**src/rtl/mux_bus_pkg.sv**
```systemverilog
package mux_bus_pkg;

    localparam int BUS_W = 32;
    localparam int LANES = BUS_W / 8;

    localparam logic [3:0] CMD_MEM_RD = 4'b0110;
    localparam logic [3:0] CMD_MEM_WR = 4'b0111;

    typedef enum logic [2:0] {
        ST_IDLE,
        ST_WRITE,
        ST_TURN,
        ST_READ,
        ST_SKIP
    } tgt_state_e;

    typedef struct packed {
        logic hit;
        logic rd;
        logic wr;
    } decode_t;

    function automatic logic [BUS_W-1:0] lane_merge(
        input logic [BUS_W-1:0] old_w,
        input logic [BUS_W-1:0] new_w,
        input logic [LANES-1:0] en_n
    );
        logic [BUS_W-1:0] res;
        res = old_w;
        for (int k = 0; k < LANES; k++) begin
            if (!en_n[k]) res[8*k +: 8] = new_w[8*k +: 8];
        end
        return res;
    endfunction

endpackage

```
**src/rtl/tgt_decode.sv**
```systemverilog
module tgt_decode
    import mux_bus_pkg::*;
#(
    parameter logic [BUS_W-1:0] BASE_ADDR = 32'h0000_1000,
    parameter int               IDX_W     = 4
) (
    input  logic [BUS_W-1:0] addr,
    input  logic [3:0]       cmd,
    output decode_t          dec,
    output logic [IDX_W-1:0] idx
);
    localparam int TOP_LSB = IDX_W + 2;

    logic in_window;

    assign in_window = (addr[BUS_W-1:TOP_LSB] == BASE_ADDR[BUS_W-1:TOP_LSB]);
    assign dec.rd    = (cmd == CMD_MEM_RD);
    assign dec.wr    = (cmd == CMD_MEM_WR);
    assign dec.hit   = in_window && (dec.rd || dec.wr);
    assign idx       = addr[TOP_LSB-1:2];

endmodule

```
**src/rtl/tgt_regfile.sv**
```systemverilog
module tgt_regfile
    import mux_bus_pkg::*;
#(
    parameter int WORDS = 16,
    parameter int IDX_W = 4
) (
    input  logic             clk,
    input  logic             rst,
    input  logic             we,
    input  logic [IDX_W-1:0] idx,
    input  logic [BUS_W-1:0] wdata,
    input  logic [LANES-1:0] en_n,
    output logic [BUS_W-1:0] rdata
);
    logic [BUS_W-1:0] mem [WORDS];

    always_ff @(posedge clk) begin
        if (rst) begin
            for (int w = 0; w < WORDS; w++) mem[w] <= '0;
        end else if (we) begin
            mem[idx] <= lane_merge(mem[idx], wdata, en_n);
        end
    end

    assign rdata = mem[idx];

endmodule

```
**src/rtl/tgt_seq.sv**
```systemverilog
module tgt_seq
    import mux_bus_pkg::*;
#(
    parameter int IDX_W = 4
) (
    input  logic             clk,
    input  logic             rst,
    input  logic             start_n,
    input  logic             init_rdy_n,
    input  decode_t          dec,
    input  logic [IDX_W-1:0] dec_idx,
    output logic [IDX_W-1:0] idx,
    output logic             we,
    output logic             claim_n,
    output logic             tgt_rdy_n,
    output logic             drive
);
    tgt_state_e state;
    logic       moving;

    assign moving = (state == ST_WRITE || state == ST_READ) && !init_rdy_n;

    always_ff @(posedge clk) begin
        if (rst) begin
            state <= ST_IDLE;
            idx   <= '0;
        end else begin
            unique case (state)
                ST_IDLE: begin
                    if (!start_n) begin
                        idx <= dec_idx;
                        if (dec.hit && dec.rd)      state <= ST_TURN;
                        else if (dec.hit && dec.wr) state <= ST_WRITE;
                        else                        state <= ST_SKIP;
                    end
                end
                ST_TURN: state <= ST_READ;
                ST_WRITE, ST_READ: begin
                    if (moving) begin
                        idx <= idx + 1'b1;
                        if (start_n) state <= ST_IDLE;
                    end
                end
                ST_SKIP: if (start_n) state <= ST_IDLE;
                default: state <= ST_IDLE;
            endcase
        end
    end

    assign we        = (state == ST_WRITE) && !init_rdy_n;
    assign claim_n   = !(state == ST_WRITE || state == ST_TURN || state == ST_READ);
    assign tgt_rdy_n = !(state == ST_WRITE || state == ST_READ);
    assign drive     = (state == ST_READ);

endmodule

```
**src/rtl/mux_bus_target.sv**
```systemverilog
module mux_bus_target
    import mux_bus_pkg::*;
#(
    parameter logic [31:0] BASE_ADDR = 32'h0000_1000,
    parameter int          WORDS     = 16
) (
    input  logic        clk,
    input  logic        rst,
    input  logic [31:0] mux_bus_i,
    output logic [31:0] mux_bus_o,
    output logic        mux_bus_oe,
    input  logic [3:0]  lane_cmd_n,
    input  logic        start_n,
    input  logic        init_rdy_n,
    output logic        tgt_rdy_n,
    output logic        claim_n
);
    localparam int IDX_W = (WORDS > 1) ? $clog2(WORDS) : 1;

    decode_t          dec;
    logic [IDX_W-1:0] dec_idx;
    logic [IDX_W-1:0] cur_idx;
    logic             wr_en;
    logic             drive;
    logic [31:0]      rd_word;

    tgt_decode #(.BASE_ADDR(BASE_ADDR), .IDX_W(IDX_W)) u_decode (
        .addr (mux_bus_i),
        .cmd  (lane_cmd_n),
        .dec  (dec),
        .idx  (dec_idx)
    );

    tgt_seq #(.IDX_W(IDX_W)) u_seq (
        .clk        (clk),
        .rst        (rst),
        .start_n    (start_n),
        .init_rdy_n (init_rdy_n),
        .dec        (dec),
        .dec_idx    (dec_idx),
        .idx        (cur_idx),
        .we         (wr_en),
        .claim_n    (claim_n),
        .tgt_rdy_n  (tgt_rdy_n),
        .drive      (drive)
    );

    tgt_regfile #(.WORDS(WORDS), .IDX_W(IDX_W)) u_regs (
        .clk   (clk),
        .rst   (rst),
        .we    (wr_en),
        .idx   (cur_idx),
        .wdata (mux_bus_i),
        .en_n  (lane_cmd_n),
        .rdata (rd_word)
    );

    assign mux_bus_oe = drive;
    assign mux_bus_o  = drive ? rd_word : '0;

endmodule

```
**config.mk**
```make
export PLATFORM = sky130hd
export DESIGN_NAME = mux_bus_target
export DESIGN_NICKNAME = d
export VERILOG_FILES = /design/src/rtl/mux_bus_pkg.sv /design/src/rtl/tgt_decode.sv /design/src/rtl/tgt_regfile.sv /design/src/rtl/tgt_seq.sv /design/src/rtl/mux_bus_target.sv
export SDC_FILE = /design/constraint.sdc
export NUM_CORES = 1
export LEC_CHECK = 0
export BUFFER_PORTS_ARGS = -buffer_cell sky130_fd_sc_hd__clkbuf_2
export CORE_MARGIN = 2
export CORE_UTILIZATION = 30
export CTS_BUF_LIST = sky130_fd_sc_hd__clkbuf_8
export DETAILED_ROUTE_END_ITERATION = 8
export PLACE_DENSITY = 0.56
export SLEW_MARGIN = 15
export SYNTH_ARGS = -nofsm -noshare
export SYNTH_HDL_FRONTEND = slang
export SYNTH_SLANG_ARGS = --single-unit
```
**constraint.sdc**
```tcl
create_clock -name clk -period 6.7 [get_ports clk]
set_clock_uncertainty 0.05 [all_clocks]
set_input_delay 0.67 -clock clk [delete_from_list [all_inputs] [get_ports clk]]
set_output_delay 0.67 -clock clk [all_outputs]
set_load 0.02 [all_outputs]
```
# Word level (Yosys, flattened, before mapping)
# Memories as Yosys holds them, arrays and structs flattened. A register that Yosys moved wholly into a read port is not among the register bits.
# Index checks and enable logic that the tools add are counted.
word_totals:
  register_bits: 7
  ramBits: 512
  elab_cells: 63
  n_memories: 1
mem_list:
  columns: ["memory", "depth", "word_bits", "read_ports", "rd_clocked_by_memory_dff", "write_ports", "line", "source"]
  rows:
  - ["u_regs.mem", 16, 32, 1, 1, 16, "tgt_regfile.sv:15", "logic [BUS_W-1:0] mem [WORDS];"]
op_classes:
  addsub: 1
  eq_ne: 9
  mux: 32
  reduce_logical: 18
op_table:
  columns: ["op", "count"]
  rows:
  - ["8-bit two-way mux", 12]
  - ["32-bit two-way mux", 2]
  - ["32-bit OR reduction", 1]
  - ["26-bit by 7-bit equality test with 1-bit output, second input constant", 1]
  - ["4-bit two-way mux", 5]
  - ["3-bit two-way mux", 5]
  - ["3-bit one-hot mux with 4 select lines", 1]
  - ["4-bit by 3-bit equality test with 1-bit output, second input constant", 2]
  - ["4-bit one-hot mux with 2 select lines", 1]
  - ["3-bit by 2-bit equality test with 1-bit output, second input constant", 2]
  - ["1-bit two-way mux", 6]
  - ["1-bit logical AND", 5]
  - ["4-bit by 1-bit adder with 4-bit output, second input constant", 1]
  - ["1-bit logical OR", 4]
  - ["3-bit by 1-bit equality test with 1-bit output, second input constant", 1]
  - ["3-bit equality test, second input constant", 1]
  - ["1-bit zero test", 3]
  - ["3-bit zero test", 1]
  - ["3-bit AND reduction", 1]
  - ["2-bit by 1-bit inequality test with 1-bit output, second input constant", 1]
  - ["2-bit inequality test, second input constant", 1]
  - ["2-bit AND reduction", 1]
  - ["2-bit nonzero test", 1]
  - ["2-bit OR reduction", 1]

# Longest topological paths before layout
# Gate-level depths: netlist (run 1).
logic_depth:
  depth_word: 8
  depth_mapped: 8
  mapped_depth_nobuf: 5

# Modules after synthesis
# Synthesis (run 1) repeated with hierarchy kept, for this count alone.
hier_totals:
  cells_unflattened: 1644
  area_unflattened_um2: 24036.8
by_module_without_submodules:
  columns: ["module", "instances", "cells_each", "area_each_um2", "seq_area_each_um2"]
  rows:
  - ["tgt_regfile", 1, 1541, 23193.5, 15374.7]
  - ["tgt_seq", 1, 50, 470.5, 140.1]
  - ["mux_bus_target", 1, 35, 255.2, 0.0]
  - ["tgt_decode", 1, 18, 117.6, 0.0]

# Least setup slack after synthesis (run 1)
# No wires, ideal clock.
synth_path:
  path_kind: "register to output"
  start: "reg with a tool-made name"
  end: "out mux_bus_o[12]"
  arrival_time_ns: 1.841
  slack_ns: 4.139
  stages_incl_launch_ff: 8
  cell_sequence: "dfxtp_1 -> buf_6 -> buf_6 -> nor2b_2 -> buf_2 -> a221oi_1 -> nand2_1 -> a21oi_1"
synth_rtl:
  columns: ["element", "line", "source"]
  rows:
  - ["to (decl)", "mux_bus_target.sv:10", "output logic [31:0] mux_bus_o,"]

==> flow_summary.json, run 1 <==
{
  "drtAntennaViolNets": 0,
  "synth.most_common_cell": "edfxtp_1",
  "crit_fanout": 111,
  "reg2reg_from": "u_seq.state[2]",
  "top_layer": "met4",
  "cts-htree-levels": 3,
  "grt_overflow": 0,
  "drc": 0,
  "io_buffers": 74,
  "final_nets": 1884,
  "yosysTopAreaCell": "edfxtp_1",
  "syn2layout_area_growth_pct": 11.79,
  "synth_edf_count": 512,
  "crit_path_end_kind": "output port",
  "fin_util_pct": 33.92,
  "rows": 108,
  "synth_warnings": 0,
  "timing.setup.tns_ns": 0,
  "m1WireLength_mm": 35.36,
  "wl_per_cell_um": 27.42,
  "clkLatencyLatePin_ns": 0.70,
  "outcome": "complete, no violations",
  "placed_area_um2": 27820,
  "cts_sinks": 523,
  "wl_met3_mm": 5.554,
  "holdCritPathClass": "in -> reg",
  "synth_top_family_by_area": "simple AND/OR/NAND/NOR gates",
  "synthCells": 1779,
  "fin_area_um2": 29480,
  "setup_viol": 0,
  "crit_end": "mux_bus_o[28]",
  "drv_slew": 0,
  "start_kind": "flip-flop",
  "numCtsBuffers": 94,
  "synth_area_leaders": "edfxtp_1 58%, nor3_2 12%, mux2i_1 6.0%, mux4_2 4.2%, nor3_1 3.7%",
  "slew_headroom_pct": 19.49,
  "fp.dieW_um": 300.5,
  "tightest_slew_ns": 1.203,
  "start_util_pct": 30.35,
  "p_leak_nw": 9.251,
  "gp_congestion": 0.7630,
  "cts_resized": 0,
  "coreArea_um2": 86890,
  "netlist_area_um2": 26370,
  "rrSetupSlack_ns": 2.56,
  "cts_setup_buffers": 0,
  "fmax_ghz": 0.2111,
  "finalCritPeriodShare_pct": 70.71,
  "ys_types": 46,
  "syn_nets": 1823,
  "dieHeight_um": 300.5,
  "antenna_found_initial": 1,
  "drtIter0Drc": 1892,
  "rsz0062_at_grt": "false",
  "cellPowerDensity_nw_per_um2": 247.0,
  "dp_slack_ns": 2.649,
  "reg2reg_depth": 6,
  "layout_min_cycle_time_ns": 4.738,
  "clk_pin_slew_ns": 0.06,
  "hpwl_mm": 47.00,
  "cts_tree": "yes",
  "maxCapViolCount": 0,
  "synth_xor_area_share_pct": 0,
  "via_per_inst": 5.470,
  "grt_pass1_vias": 17390,
  "hold_buffers": 0,
  "grt_pass1_wl_mm": 122.2,
  "worstSetupPathType": "reg -> out",
  "netlist.area_leader.share_pct": 58.31,
  "finalHoldViolCount": 0,
  "synth_seq_area_share_pct": 59.14,
  "synthArstFlopShare_pct": 0,
  "route.met2.wl_mm": 40.76,
  "firstDrtPassIters": 5,
  "ys_dominant_reg_cell": "edfxtp_1",
  "synth_compound_area_share_pct": 6.686,
  "cp.required_ns": 5.98,
  "reg2reg_to": "u_regs.mem[1][28]",
  "grt_max_degree": 112,
  "cp.arrival_ns": 4.02,
  "die_area_um2": 90280,
  "peakVddDrop_mv": 0.1360,
  "ios": 75,
  "fin_ws_ns": 1.963,
  "grt_use_total_pct": 18.62,
  "cts_max_path_buffers": 3,
  "p_total_w": 0.007281,
  "synth-adder-area-share_pct": 0.1898,
  "drive_gt1_share_pct": 37.68,
  "avgSynthCellArea_um2": 14.82,
  "vias": 16810,
  "clock-root-buffer": "clkbuf_8",
  "wl_mm": 84.27,
  "synthTopCellsByCount": "512 x edfxtp_1, 318 x nor3_2, 197 x nor3_1",
  "synth.area.mux_share_pct": 11.19,
  "yosys.area_share.simple_pct": 18.77,
  "ys_ff_latch": 523
}
-- layer usage --
metal | GRT usage (%) | vias up
met4 | 6.060 | 0
met2 | 31.07 | 741
li1 | - | 7160
met5 | 0 | -
met3 | 3.218 | 168
met1 | 24.55 | 8739
-- cells in the final DEF, fill, tap and decap left out, types with 3 or more instances in the layout --
cell type and n:
edfxtp_1 512, nor3_2 318, nor3_1 197, mux2i_1 158, clkbuf_8 96, clkbuf_2 74
buf_4 67, a21oi_1 52, nor2_1 52, mux4_2 49, nand2_1 34, inv_1 34
a222oi_1 32, a221oi_4 32, clkinv_1 27, nand2b_1 17, nand2_2 17, mux2_4 17
a22oi_1 17, clkinv_2 17, a221oi_1 15, nand2b_2 13, dfxtp_1 8, and2_1 6
nor4_1 4, ha_1 4, clkinvlp_4 4, nand2b_4 3, inv_2 3, o21ai_0 3
dfxtp_4 3
-- area by class of cell --
| cell class | count | area, um^2 |
|---|---|---|
| Fill cell | 8349 | 57410 |
| Sequential cell | 523 | 15610 |
| Multi-Input combinational cell | 1068 | 9834 |
| Tap cell | 1155 | 1445 |
| Clock buffer | 96 | 1321 |
| Timing Repair Buffer | 142 | 893.4 |
| Clock inverter | 76 | 325.3 |
| Inverter | 11 | 45.04 |
| Antenna cell | 2 | 5.005 |
-- worst max-delay path: stages, from the launching register on --
cell and delay, ns:
dfxtp_4 0.78, buf_12 0.65, mux2i_1 0.20, a222oi_1 0.76
a22oi_1 0.28, nor2_1 0.22, clkbuf_2 0.21
-- cell families after synthesis --
family / Yosys count
and+or+nand+nor: 679
DFF: 523
muxes: 225
buffers and inverters: 188
AOI/OAI and AO/OA: 160
adders and majority gates: 4
-- how the worst min path moves through the flow --
stage	start	to	cells after the start
final	start_n	u_seq.state[1]	4
after global routing	mux_bus_i[3]	u_seq.idx[1]	3
after CTS	start_n	u_seq.state[1]	4
after detailed placement	u_seq.state[1]	u_seq.state[1]	2
after global placement	u_seq.state[1]	u_seq.state[1]	2
after floorplan	u_seq.state[1]	u_seq.state[1]	2
-- flip-flops by register name, summed over array words and instances (netlist names), named ones only --
signal	cells
u_regs.mem	512
u_seq.idx	4
u_seq.state	3
-- report_power, final --
group	internal, W	switching [W]	total (W)
Clock	0.00133	0.00138	0.00271
Combinational	0.000234	0.000591	0.000825
Sequential	0.00369	0.0000530	0.00374
-- per-stage QoR --
step | hold slack (ns) | instances
floorplan | 0.4294 | 1779
global placement | 0.4825 | 2899
detailed placement | 0.4925 | 2899
CTS | 0.2535 | 3071
global route | 0.3149 | 3073
finish | 0.2910 | 3073
(Power assumes the default switching activity.)
==> run 2: changes to the inputs <==
clock period = 4.79 ns   (was 6.7 ns; I/O delays follow)
==> run 2 against run 1 <==
  * Wire length increased by 2.5%
  * Flip-flop and latch count did not move
  * Combinational power grew 43%
  * Critical path depth is the same
  * Critical endpoint is now mux_bus_o[31]
  * Non-clock buffer count is 17 higher
  * Count of clock-buffer cells in the layout rose by 3
  * Core utilization up 0.18 points
==> flow_summary.json, run 2 (synthesized netlist as in run 1, its figures left out) <==
{
  "outcome": "complete, no violations",
  "p_leak_nw": 9.359,
  "clock-root-buffer": "clkbuf_8",
  "peakVddDrop_mv": 0.1756,
  "vias": 16970,
  "fp.dieW_um": 300.5,
  "crit_fanout": 28,
  "hold_slack_ns": 0.1013,
  "reg2reg_depth": 5,
  "critical_path.slowest_cell": "nor2b_4",
  "grt_overflow": 0,
  "grt_use_total_pct": 19.01,
  "rows": 108,
  "ios": 75,
  "clkLatencyLatePin_ns": 0.71,
  "io_buffers": 74,
  "final_common_cell": "edfxtp_1",
  "gp_congestion": 0.7725,
  "setup_viol": 0,
  "drive_gt1_share_pct": 37.82,
  "fin_ws_ns": 0.6195,
  "mostFrequentLayoutCells": "512 x edfxtp_1, 318 x nor3_2, 197 x nor3_1",
  "coreArea_um2": 86890,
  "hold_buffers": 0,
  "die_area_um2": 90280,
  "syn2layout_area_growth_pct": 12.39,
  "timing.setup.tns_ns": 0,
  "cp.arrival_ns": 3.64,
  "drc": 0,
  "min_from": "start_n",
  "hpwl_mm": 46.99,
  "grt_max_degree": 97,
  "fmax_ghz": 0.2398,
  "cts_tree": "yes",
  "final_nets": 1902,
  "diodes": 0,
  "largest_register_ffs": 512,
  "slew_headroom_pct": 24.71,
  "reg_top3": "u_regs.mem: 512 flops, u_seq.idx: 4 flops, u_seq.state: 3 flops",
  "cts_resized": 0,
  "cp.required_ns": 4.26,
  "grt_pass1_wl_mm": 123.6,
  "drtIter0Drc": 1753,
  "finalCritPeriodShare_pct": 87.07,
  "dieHeight_um": 300.5,
  "clk_pin_slew_ns": 0.06,
  "rrSetupSlack_ns": 1.21,
  "drtAntennaViolNets": 0,
  "top_register": "u_regs.mem",
  "drv_slew": 0,
  "numCtsBuffers": 95,
  "start_util_pct": 30.35,
  "fill_cells": 8472,
  "maxCapViolCount": 0,
  "worstSetupPathType": "reg -> out",
  "finalHoldViolCount": 0,
  "via_per_inst": 5.500,
  "whs_path_depth": 4,
  "rsz0062_at_grt": "false",
  "wl_per_cell_um": 28.01,
  "min_to": "u_seq.state[1]",
  "layout_min_cycle_time_ns": 4.170,
  "crit_path_end_kind": "output port",
  "wl_mm": 86.41,
  "holdCritPathClass": "in -> reg",
  "reg2reg_to": "u_regs.mem[15][23]",
  "cellPowerDensity_nw_per_um2": 345.6,
  "cts_setup_buffers": 0,
  "tightest_slew_ns": 1.124,
  "crit_chain": "nor2b_4 -> buf_4 -> a222oi_1 -> a22oi_1 -> nor2_1 -> clkbuf_2",
  "grt_pass1_vias": 17420,
  "firstDrtPassIters": 6,
  "antenna_found_initial": 0,
  "dp_slack_ns": 1.284,
  "cts_sinks": 523,
  "start_kind": "flip-flop",
  "cts-htree-levels": 3,
  "cts_max_path_buffers": 3,
  "slowest_delay_ns": 0.83
}
## run 2: cell count changes in the layout (fill, tap and decap cells not counted), sizes merged
| cell | delta |
|---|---|
| buf | +17 |
| clkinv | -13 |
| inv | +7 |
| clkbuf | +3 |
| diode | -2 |
| bufinv | +1 |
| clkinvlp | -1 |
## run 2: worst max path at each step
stage | start | to | slack, ns | cells after the start
final | flip-flop | mux_bus_o[31] | 0.62 | 6
after global placement | flip-flop | u_regs.mem[1][12] | 1.33 | 5
after detailed placement | flip-flop | u_regs.mem[1][12] | 1.28 | 5
after global routing | flip-flop | mux_bus_o[31] | 0.47 | 6
after floorplan | u_seq.state[2] | u_regs.mem[7][0] | 2.24 | 5
after CTS | flip-flop | mux_bus_o[31] | 0.57 | 6
## run 2: layer usage
layer	track usage, %	part of all wire [%]	vias to the layer above
met5	0	0	-
met4	7.107	3.6	0
met3	4.343	8.0	198
met2	31.08	48	773
met1	24.57	40	8816
li1	-	-	7181
## run 2: per-stage QoR
stage	power, W	cell area (um^2)	utilization, %	cells
after global placement	0.006468	27960	32.18	2916
final	0.01024	29640	34.11	3085
after global routing	0.01057	29640	34.11	3085
after floorplan	0.006159	26370	-	1779
after CTS	0.01031	29640	34.11	3085
after detailed placement	0.006493	27970	32.19	2916
## run 2: final cells by class
| type | instances | area, um^2 | area share, % |
|---|---|---|---|
| Clock buffer | 99 | 1363 | 4.598 |
| Inverter | 11 | 45.04 | 0.1520 |
| Multi-Input combinational cell | 1068 | 9824 | 33.15 |
| Timing Repair Buffer | 159 | 1046 | 3.530 |
| Clock inverter | 70 | 306.5 | 1.034 |
| Tap cell | 1155 | 1445 | 4.876 |
| Sequential cell | 523 | 15610 | 52.66 |
## run 2: worst max-delay path, delay by kind of cell, from the launching register on
family,cells,cell delay (ns)
flops,1,0.75
simple gates,2,0.91
compound gates,2,0.70
buf+inv,2,0.56
## run 2: power breakdown
group	leakage, nW	switching, W	internal [W]	total [W]
Clock	0.977	0.00189	0.00195	0.00384
Combinational	3.01	0.000845	0.000334	0.00118
Sequential	5.37	0.0000637	0.00516	0.00523
